<file path="src/rtl/modStopPkg.sv">
`timescale 1ns/1ps
package modStopPkg;
  localparam int BUS_W      = 32;
  localparam int ADDR_W     = 14;
  localparam int BANK_IDX_W = 5;   // banks 0..31 fit inside one 128-byte page

  localparam logic [ADDR_W-1:0] KEY_OFF = 14'h0000;
  localparam logic [ADDR_W-1:0] ERR_OFF = 14'h0004;

  // busAddr[13:7] selects a page, busAddr[6:2] the bank inside it
  localparam logic [6:0] PAGE_RST_SET = 7'h58;  // 0x2C00
  localparam logic [6:0] PAGE_RST_CLR = 7'h59;  // 0x2C80
  localparam logic [6:0] PAGE_STOP    = 7'h5A;  // 0x2D00
  localparam logic [6:0] PAGE_STAT    = 7'h5C;  // 0x2E00

  typedef enum logic [2:0] {
    RD_ZERO,
    RD_ERR,
    RD_RST,
    RD_STOP,
    RD_STAT
  } rdSel_e;

  typedef struct packed {
    logic                  setWr;
    logic                  clrWr;
    logic                  stopWr;
    logic [BANK_IDX_W-1:0] bank;
    rdSel_e                rdSel;
  } strobe_t;
endpackage

</file>
<file path="src/rtl/modStopCtrl.sv">
`timescale 1ns/1ps
module modStopCtrl import modStopPkg::*; #(
  parameter int NUM_BANKS = 12
) (
  input  logic              clk,
  input  logic              rstN,
  input  logic              busWe,
  input  logic [ADDR_W-1:0] busAddr,
  input  logic [BUS_W-1:0]  busWdata,
  output strobe_t           str,
  output logic              errFlag
);
  logic [BUS_W-1:0]      keyQ;
  logic                  keyValidQ;
  logic                  errQ;
  logic [6:0]            page;
  logic [BANK_IDX_W-1:0] bankIdx;
  logic                  inBank;
  logic                  isSet, isClr, isStop, isStat, isProt;
  logic                  keyOk, wrOk;

  assign page    = busAddr[13:7];
  assign bankIdx = busAddr[6:2];
  assign inBank  = (busAddr[1:0] == 2'b00) && (int'(bankIdx) < NUM_BANKS);
  assign isSet   = inBank && (page == PAGE_RST_SET);
  assign isClr   = inBank && (page == PAGE_RST_CLR);
  assign isStop  = inBank && (page == PAGE_STOP);
  assign isStat  = inBank && (page == PAGE_STAT);
  assign isProt  = isSet || isClr || isStop;
  assign keyOk   = keyValidQ && (keyQ == ~busWdata);
  assign wrOk    = busWe && isProt && keyOk;

  always_comb begin
    str.setWr  = wrOk && isSet;
    str.clrWr  = wrOk && isClr;
    str.stopWr = wrOk && isStop;
    str.bank   = bankIdx;
    if (busAddr == ERR_OFF)  str.rdSel = RD_ERR;
    else if (isSet)          str.rdSel = RD_RST;
    else if (isStop)         str.rdSel = RD_STOP;
    else if (isStat)         str.rdSel = RD_STAT;
    else                     str.rdSel = RD_ZERO;
  end

  always_ff @(posedge clk or negedge rstN) begin
    if (!rstN) begin
      keyQ      <= '0;
      keyValidQ <= 1'b0;
      errQ      <= 1'b0;
    end else if (busWe) begin
      if (busAddr == KEY_OFF) begin
        keyQ      <= busWdata;
        keyValidQ <= 1'b1;
      end else begin
        keyValidQ <= 1'b0;
      end
      if (isProt && !keyOk)
        errQ <= 1'b1;
      else if ((busAddr == ERR_OFF) && busWdata[0])
        errQ <= 1'b0;
    end
  end

  assign errFlag = errQ;

  AST_ERR_CLEAR_ONLY_BY_WRITE: assert property (@(posedge clk) disable iff (!rstN)
    $fell(errQ) |-> ($past(busWe) && ($past(busAddr) == ERR_OFF) && $past(busWdata[0])));

  AST_KEY_SPENT: assert property (@(posedge clk) disable iff (!rstN)
    (busWe && (busAddr != KEY_OFF)) |=> !keyValidQ);
endmodule

</file>
<file path="src/rtl/modStopData.sv">
`timescale 1ns/1ps
module modStopData import modStopPkg::*; #(
  parameter int NUM_BANKS  = 12,
  parameter int STOP_DELAY = 4
) (
  input  logic                       clk,
  input  logic                       rstN,
  input  strobe_t                    str,
  input  logic [BUS_W-1:0]           wdata,
  input  logic                       errFlag,
  output logic [BUS_W-1:0]           rdata,
  output logic [NUM_BANKS*BUS_W-1:0] clkEn,
  output logic [NUM_BANKS*BUS_W-1:0] rstOut
);
  localparam int CNT_W = (STOP_DELAY > 1) ? $clog2(STOP_DELAY) : 1;
  localparam logic [CNT_W-1:0] CNT_LAST = CNT_W'(STOP_DELAY - 1);

  logic [NUM_BANKS-1:0][BUS_W-1:0]            rstQ;
  logic [NUM_BANKS-1:0][BUS_W-1:0]            stopQ;
  logic [NUM_BANKS-1:0][BUS_W-1:0]            statQ;
  logic [NUM_BANKS-1:0][BUS_W-1:0][CNT_W-1:0] cntQ;

  // control registers: reset set/clear and stop request
  always_ff @(posedge clk or negedge rstN) begin
    if (!rstN) begin
      rstQ  <= '1;
      stopQ <= '1;
    end else begin
      for (int b = 0; b < NUM_BANKS; b++) begin
        if (str.bank == BANK_IDX_W'(b)) begin
          if (str.setWr)  rstQ[b]  <= rstQ[b] | wdata;
          if (str.clrWr)  rstQ[b]  <= rstQ[b] & ~wdata;
          if (str.stopWr) stopQ[b] <= wdata;
        end
      end
    end
  end

  // per-bit settle counters: status copies the request after STOP_DELAY steady cycles
  always_ff @(posedge clk or negedge rstN) begin
    if (!rstN) begin
      statQ <= '1;
      cntQ  <= '0;
    end else begin
      for (int b = 0; b < NUM_BANKS; b++) begin
        for (int i = 0; i < BUS_W; i++) begin
          if (statQ[b][i] == stopQ[b][i]) begin
            cntQ[b][i] <= '0;
          end else if (cntQ[b][i] == CNT_LAST) begin
            statQ[b][i] <= stopQ[b][i];
            cntQ[b][i]  <= '0;
          end else begin
            cntQ[b][i] <= cntQ[b][i] + 1'b1;
          end
        end
      end
    end
  end

  always_comb begin
    rdata = '0;
    for (int b = 0; b < NUM_BANKS; b++) begin
      if (str.bank == BANK_IDX_W'(b)) begin
        case (str.rdSel)
          RD_RST:  rdata = rstQ[b];
          RD_STOP: rdata = stopQ[b];
          RD_STAT: rdata = statQ[b];
          default: ;
        endcase
      end
    end
    if (str.rdSel == RD_ERR) rdata = {{(BUS_W-1){1'b0}}, errFlag};
  end

  assign clkEn  = ~statQ;
  assign rstOut = rstQ;

  AST_STAT_TAKES_REQUEST: assert property (@(posedge clk) disable iff (!rstN)
    ((statQ ^ $past(statQ)) & (statQ ^ $past(stopQ))) == '0);

  AST_STAT_NEEDS_MISMATCH: assert property (@(posedge clk) disable iff (!rstN)
    ((statQ ^ $past(statQ)) & ~($past(statQ) ^ $past(stopQ))) == '0);

  AST_RST_QUIET: assert property (@(posedge clk) disable iff (!rstN)
    (!str.setWr && !str.clrWr) |=> $stable(rstQ));

  AST_STOP_QUIET: assert property (@(posedge clk) disable iff (!rstN)
    !str.stopWr |=> $stable(stopQ));
endmodule

</file>
<file path="src/rtl/modStopCtl.sv">
`timescale 1ns/1ps
module modStopCtl import modStopPkg::*; #(
  parameter int NUM_BANKS  = 12,
  parameter int STOP_DELAY = 4
) (
  input  logic                       clk,
  input  logic                       rstN,
  input  logic                       busWe,
  input  logic [ADDR_W-1:0]          busAddr,
  input  logic [BUS_W-1:0]           busWdata,
  output logic [BUS_W-1:0]           busRdata,
  output logic [NUM_BANKS*BUS_W-1:0] modClkEn,
  output logic [NUM_BANKS*BUS_W-1:0] modRstOut
);
  strobe_t str;
  logic    errFlag;

  modStopCtrl #(.NUM_BANKS(NUM_BANKS)) i_ctrl (
    .clk      (clk),
    .rstN     (rstN),
    .busWe    (busWe),
    .busAddr  (busAddr),
    .busWdata (busWdata),
    .str      (str),
    .errFlag  (errFlag)
  );

  modStopData #(.NUM_BANKS(NUM_BANKS), .STOP_DELAY(STOP_DELAY)) i_data (
    .clk     (clk),
    .rstN    (rstN),
    .str     (str),
    .wdata   (busWdata),
    .errFlag (errFlag),
    .rdata   (busRdata),
    .clkEn   (modClkEn),
    .rstOut  (modRstOut)
  );
endmodule

</file>
<file path="config.mk">
export PLATFORM = sky130hd
export DESIGN_NAME = modStopCtl
export DESIGN_NICKNAME = d
export VERILOG_FILES = /design/src/rtl/modStopPkg.sv /design/src/rtl/modStopCtrl.sv /design/src/rtl/modStopData.sv /design/src/rtl/modStopCtl.sv
export SDC_FILE = /design/constraint.sdc
export NUM_CORES = 2
export LEC_CHECK = 0
export BUFFER_PORTS_ARGS = -buffer_cell sky130_fd_sc_hd__buf_4
export CAP_MARGIN = 20
export CORE_ASPECT_RATIO = 1.5
export CORE_MARGIN = 2
export CORE_UTILIZATION = 55
export CTS_BUF_LIST = sky130_fd_sc_hd__clkbuf_8
export DETAILED_ROUTE_END_ITERATION = 16
export HOLD_SLACK_MARGIN = 0.08
export PLACE_DENSITY = 0.78
export SLEW_MARGIN = 40
export SYNTH_ARGS = -nofsm -noshare
export SYNTH_HDL_FRONTEND = slang
export SYNTH_SLANG_ARGS = --single-unit
</file>
<file path="constraint.sdc">
create_clock -name clk -period 3.7 [get_ports clk]
set_input_delay 0.555 -clock clk [delete_from_list [all_inputs] [get_ports clk]]
set_output_delay 0.555 -clock clk [all_outputs]
set_load 0.1 [all_outputs]
</file>
---- Word-level counts from Yosys, hierarchy flattened ----
Cells that the tools add are included.
word-level totals
  flip-flop bits (word level) ............. 1954
  bits of input ports ..................... 49
  output and inout bits ................... 800
  word-level logic and storage cells ...... 3634
operators by class
  $add $sub $neg .......................... 384
  magnitude comparators ................... 1
  equality and inequality tests ........... 789
  muxes and demuxes ....................... 824
  bitwise gates (word level) .............. 410
  reductions and logical operators ........ 431
operator list
  cell                                                                     count
  2-bit 2-to-1 mux                                                         768
  32-bit 2-to-1 mux                                                        37
  32-bit case mux with 3 select lines                                      12
  2-bit AND reduction                                                      410
  2-bit by 1-bit adder with 2-bit output (second input constant)           384
  2-bit equality test (second input constant)                              384
  32-bit AND                                                               12
  1-bit equality test                                                      384
  1-bit inverter                                                           384
  384-bit inverter                                                         1
  32-bit OR                                                                12
  32-bit equality test                                                     1
  32-bit inverter                                                          1
  7-bit equality test (second input constant)                              4
  5-bit by 3-bit equality test with 1-bit output (second input constant)   4
  5-bit by 4-bit equality test with 1-bit output (second input constant)   4
  14-bit by 3-bit equality test with 1-bit output (second input constant)  1
  14-bit logical NOT                                                       1
  1-bit logical AND                                                        13
  3-bit 2-to-1 mux                                                         4
  5-bit by 2-bit equality test with 1-bit output (second input constant)   2
  3-bit by 2-bit equality test with 1-bit output (second input constant)   2
  5-bit by 1-bit equality test with 1-bit output (second input constant)   1
  5-bit logical NOT                                                        1
  8 further kinds                                                          12

---- Longest topological paths before layout ----
  depth in word-level cells ............... 33
  mapped depth ............................ 14
  mapped depth without buffers ............ 9

---- Modules after synthesis ----
Synthesis repeated with hierarchy kept, for this count alone.
unflattened totals
  cells, all modules ...................... 8039
  area, all modules ....................... 89534.6 sq um
by module, submodules not included
  module       times used  cells an instance  area an instance (sq um)  sequential area each (sq um)
  modStopData  1           7890               87732.9                   49487.5
  modStopCtrl  1           149                1801.7                    850.8

---- Worst setup path after synthesis ----
OpenSTA, ideal clock, no wires.
  kind .................................... input port to output port
  start point ............................. input port busAddr[6]
  end point ............................... output port busRdata[30]
  arrival time ............................ 6200 ps
  data required time ...................... 3145 ps
  path slack .............................. -3055 ps
  cell stages on the path ................. 11
  path buffers ............................ 5
  cells stage by stage .................... clkbuf_1 -> or3_1 -> clkbuf_1 -> nor4_2 -> buf_2 -> buf_2 -> buf_1 -> a21oi_1 -> o211ai_1 -> a21oi_1 -> o311ai_0
between the ends
  longest elaborated chain between the ends .. 33
  elaborated cells on any way between the ends .. 51
  those cells by class .................... order compare: 1; eq/ne: 16; mux: 29; reduce/logical: 5
ends and longest elaborated chain
  element                                                                                       line               source
  start, declared                                                                               modStopCtl.sv:9    input logic [ADDR_W-1:0] busAddr,
  5-bit by 4-bit < comparator with 1-bit output                                                 modStopCtrl.sv:24  assign inBank = (busAddr[1:0] == 2'b00) && (int'(bankIdx) < NUM_BANKS);
  1-bit logical AND                                                                             modStopCtrl.sv:24
  1-bit logical AND                                                                             modStopCtrl.sv:28  assign isStat = inBank && (page == PAGE_STAT);
  3-bit 2-to-1 mux                                                                              modStopCtrl.sv:41  else if (isStat) str.rdSel = RD_STAT;
  3-bit 2-to-1 mux                                                                              modStopCtrl.sv:40  else if (isStop) str.rdSel = RD_STOP;
  3-bit 2-to-1 mux                                                                              modStopCtrl.sv:39  else if (isSet) str.rdSel = RD_RST;
  3-bit 2-to-1 mux                                                                              modStopCtrl.sv:38  if (busAddr == ERR_OFF) str.rdSel = RD_ERR;
  3-bit equality test / 3-bit by 2-bit equality test with 1-bit output (equally long branches)  modStopData.sv:64  case (str.rdSel)
  (+17 left out)                                                                                -
  32-bit 2-to-1 mux                                                                             modStopData.sv:63  if (str.bank == BANK_IDX_W'(b)) begin
  32-bit case mux with 3 select lines                                                           modStopData.sv:64
  32-bit 2-to-1 mux                                                                             modStopData.sv:63
  32-bit case mux with 3 select lines                                                           modStopData.sv:64
  32-bit 2-to-1 mux                                                                             modStopData.sv:63
  32-bit case mux with 3 select lines                                                           modStopData.sv:64
  32-bit 2-to-1 mux                                                                             modStopData.sv:63
  32-bit 2-to-1 mux *                                                                           modStopData.sv:72  if (str.rdSel == RD_ERR) rdata = {{(BUS_W-1){1'b0}}, errFlag};
  end, declared                                                                                 modStopCtl.sv:11   output logic [BUS_W-1:0] busRdata,
Mark *: on every way between the ends. The rest lies on a longest branch, timed or not.

---- Worst setup path after layout ----
  start point ............................. input port busAddr[9]
  end point ............................... output port busRdata[7]
between the ends
  longest elaborated chain between the ends .. 32
  elaborated cells on any way between the ends .. 40
  those cells by class .................... eq/ne: 8; mux: 29; reduce/logical: 3
ends and longest elaborated chain
  element                                                                                       line
  7-bit equality test                                                                           modStopCtrl.sv:28
  1-bit logical AND                                                                             modStopCtrl.sv:28
  3-bit 2-to-1 mux                                                                              modStopCtrl.sv:41
  3-bit 2-to-1 mux                                                                              modStopCtrl.sv:40
  3-bit 2-to-1 mux                                                                              modStopCtrl.sv:39
  3-bit 2-to-1 mux *                                                                            modStopCtrl.sv:38
  3-bit equality test / 3-bit by 2-bit equality test with 1-bit output (equally long branches)  modStopData.sv:64
  32-bit case mux with 3 select lines                                                           modStopData.sv:64
  (+16 left out)                                                                                -
  32-bit 2-to-1 mux                                                                             modStopData.sv:63
  32-bit case mux with 3 select lines                                                           modStopData.sv:64
  32-bit 2-to-1 mux                                                                             modStopData.sv:63
  32-bit case mux with 3 select lines                                                           modStopData.sv:64
  32-bit 2-to-1 mux                                                                             modStopData.sv:63
  32-bit case mux with 3 select lines                                                           modStopData.sv:64
  32-bit 2-to-1 mux                                                                             modStopData.sv:63
  32-bit 2-to-1 mux *                                                                           modStopData.sv:72
Marked as above.

==> flow_metrics.tcl <==
set metrics [dict create \
    fmax_mhz 224.5 \
    yosysWarnings 0 \
    root_buffer "clkbuf_8" \
    setup.worst_path.class "primary input to primary output" \
    nets 9741 \
    yosys_most_used_dff "dfstp_2" \
    tightest_slew_ps 893.8 \
    placedCellCount 10837 \
    routed_wl_mm 388.9 \
    relSlewSlack 0.4042 \
    drcViolationCount 0 \
    synth.top_cell.area_share 0.3404 \
    final_util 0.7286 \
    use_met1 0.4923 \
    min_period_ps 4453 \
    h-tree-depth 5 \
    globalplace.congestion 1.047 \
    yosysTopAreaCell "dfstp_2" \
    die-area_um2 165000 \
    met2_usage 0.6650 \
    p_seq_frac 0.515 \
    post_drt_wl_per_cell_um 33.36 \
    ys_async_sr_fraction 1.000 \
    antenna_found_initial 34 \
    synth_nets 8084 \
    cts_tree "built" \
    drv_cap 0 \
    fp.dieW_um 332.3 \
    drv_slew 0 \
    cts.clk_slew.worst_paths_ps 60 \
    power_switching_mw 9.969 \
    syn_area_um2 88930 \
    p_comb_frac 0.034 \
    holdWs_ps 109.7 \
    ys_ff_latch 1954 \
    hold_viol 0 \
    violations "setup timing" \
    synth_most_common_cell "dfstp_2" \
    port_buffers 848 \
    rsz0062_at_grt "yes" \
    grt_start_max_net_pins 124 \
    drt-pass1-iter-count 10 \
    finalCritPeriodShare 1.204 \
    setup-tns-final_ps -39880 \
    path_max_fanout 3 \
    overflow 0 \
    grt_pass1_wl_mm 515.9 \
    cts.sink_count 1954 \
    rows 180 \
    critical_path.startpoint_type "primary input" \
    core_um2 160600 \
    status "finished with violations" \
    cp-end-kind "primary output" \
    p_leak_nw 52.40 \
    vias 75051 \
    syn2layout_area_growth_pct 31.57 \
    worstPathArrival_ps 3900 \
    synth_commonest_cells "1152 x dfstp_2, 1005 x nand2_1, 802 x dfrtp_1" \
    grt_pass1_vias 73866 \
    clk_latency_ps 1110 \
    whs_path_depth 4 \
    worstRegToRegCells 13 \
    vdd_drop_max_uv 469.3 \
    drive_above_1_share 0.4546 \
    vias_per_cell 6.438 \
    synthCells 7651 \
    clkPwrFrac 0.450 \
    ys_seq_area_frac 0.5661 \
    dp_hpwl_mm 260.9 \
    swShare 0.2396 \
    synth_edf_count 0 \
    globalRouteMet3Util 0.1638 \
    power_density_nw_per_um2 355.6 \
    yosysUniqueCellTypes 62 \
    ant_nets 0 \
    critPathRequiredTime_ps 3140 \
    cts.path.max_buffers 4 \
    nFillCells 10432 \
    syn_avg_cell_area_um2 11.62 \
    drtIter0Drc 9226 \
    ios 849 \
    numCtsBuffers 309 \
    hold_path_class "primary input to flop" \
    layout_setup_ws_ps -753.4 \
    synth_area_leaders "dfstp_2 34%, dfrtp_1 23%, mux2_2 6.4%" \
    p_int_mw 31.64 \
    die_h_um 496.5 \
    final-instance-count-excl-fill 11657 \
    grt_usage 0.4370 \
    clock_skew_ps 101.4 \
    start_util 0.5538 \
    finalSetupViolCount 387 \
    top_usage_layer "met2" \
]
## layout by cell type (no fill, tap or decap), types with 25 or more instances in the layout
cell type,Yosys,routed
a21oi_2,0,36
a222oi_1,116,116
buf_12,1,210
o21ai_1,0,47
mux2_2,503,485
xnor2_1,388,388
inv_1,385,509
dfrtp_1,802,802
o211ai_1,31,31
mux2_4,0,198
a21oi_1,214,154
mux2_1,265,85
nand2_1,1005,960
nor2b_1,390,387
a221o_1,95,95
o21ai_0,572,486
buf_6,18,62
nor3_1,392,388
mux2i_1,26,25
buf_4,13,1360
xor2_1,28,28
nor2_1,107,78
a22oi_1,122,110
clkbuf_8,0,383
o21ai_2,0,27
dfstp_2,1152,1152
a22o_1,29,29
buf_16,0,33
ha_1,384,384
clkbuf_16,0,45
## cell families (layout without fill, tap and decap cells)
kind of cell / Yosys count / count (layout) / share of synthesized area
adder cells (fa/ha/maj): 384 / 384 / 0.05403
AND/OR/NAND/NOR: 2002 / 2007 / 0.1060
multiplexers: 794 / 794 / 0.1002
buffers and inverters: 793 / 2683 / 0.03709
other: 0 / 18 / 0
AO/OA/AOI/OAI: 1308 / 1308 / 0.09569
flip-flops: 1954 / 1954 / 0.5661
XOR/XNOR: 416 / 416 / 0.04097
## through the flow
stage	cell area, um^2	setup WS, ps	power, mW
6_report	117000	-753.4	41.61
2_1_floorplan	89810	-245.7	22.06
5_1_grt	117000	-803.0	42.61
3_3_place_gp	103600	-1307	23.07
4_1_cts	113300	-648.2	41.52
3_5_place_dp	103600	-1151	23.09
## critical path: stages
cell       delay, ps
buf_12           120
buf_8            120
or3_4            400
nor4_4           280
buf_6            150
buf_12           100
buf_12            90
a221o_1          170
a21oi_2           80
a2111oi_4        670
buf_4            250
or3_4            140
a31oi_1           70
buf_4            170
o32ai_4          280
buf_12           220
## area by class of cell
type / instances / area (um^2) / area share
Antenna cell: 18 / 45.04 / 0.0003850
Clock buffer: 383 / 5271 / 0.04505
Clock inverter: 166 / 902.1 / 0.007710
Inverter: 386 / 1465 / 0.01252
Multi-Input combinational cell: 4909 / 38660 / 0.3305
Sequential cell: 1954 / 50340 / 0.4302
Tap cell: 2093 / 2619 / 0.02238
Timing Repair Buffer: 1748 / 17700 / 0.1513
## layer usage
layer | routed length (um) | vias to the layer above | share of wire
met4 | 44230 | 26 | 0.11
met2 | 166500 | 5675 | 0.43
met3 | 53800 | 1958 | 0.14
met1 | 124100 | 37344 | 0.32
li1 | - | 30048 | -
met5 | 258 | - | 0.00066
## worst paths after layout
path / slack [ps] / start / endpoint
max: -750 / busAddr[9] / busRdata[7]
min in group asynchronous: 550 / rstN / i_data.cntQ[536]$_DFF_PN0_
max in group asynchronous: 1520 / rstN / i_data.statQ[346]$_DFFE_PN1P_
min reg2reg: 430 / i_data.cntQ[184]$_DFF_PN0_ / i_data.cntQ[184]$_DFF_PN0_
min: 110 / busWdata[15] / i_ctrl.keyQ[15]$_DFFE_PN0P_
max reg2reg: -140 / i_ctrl.keyQ[14]$_DFFE_PN0P_ / flop
## power by group through the flow
stage / Combinational [mW] / Sequential, mW / Clock [mW]
finish: 1.43 / 21.4 / 18.7
CTS: 1.35 / 21.4 / 18.7
detailed placement: 1.31 / 21.8 / 0
global placement: 1.29 / 21.8 / 0
global route: 1.48 / 21.4 / 19.7
floorplan: 0.275 / 21.8 / 0
## timing repair
| item | CTS | global route |
|---|---|---|
| pin swaps | 166 | 168 |
| gates resized for setup | 473 | 439 |
| setup endpoints to repair | 129 | 413 |
| hold buffers | 6 | 1 |
| buffers inserted | 95 | 86 |
| endpoints found under the hold margin | 137 | 14 |
| gates cloned | 25 | 67 |
Power figures use the tool's default switching activity.
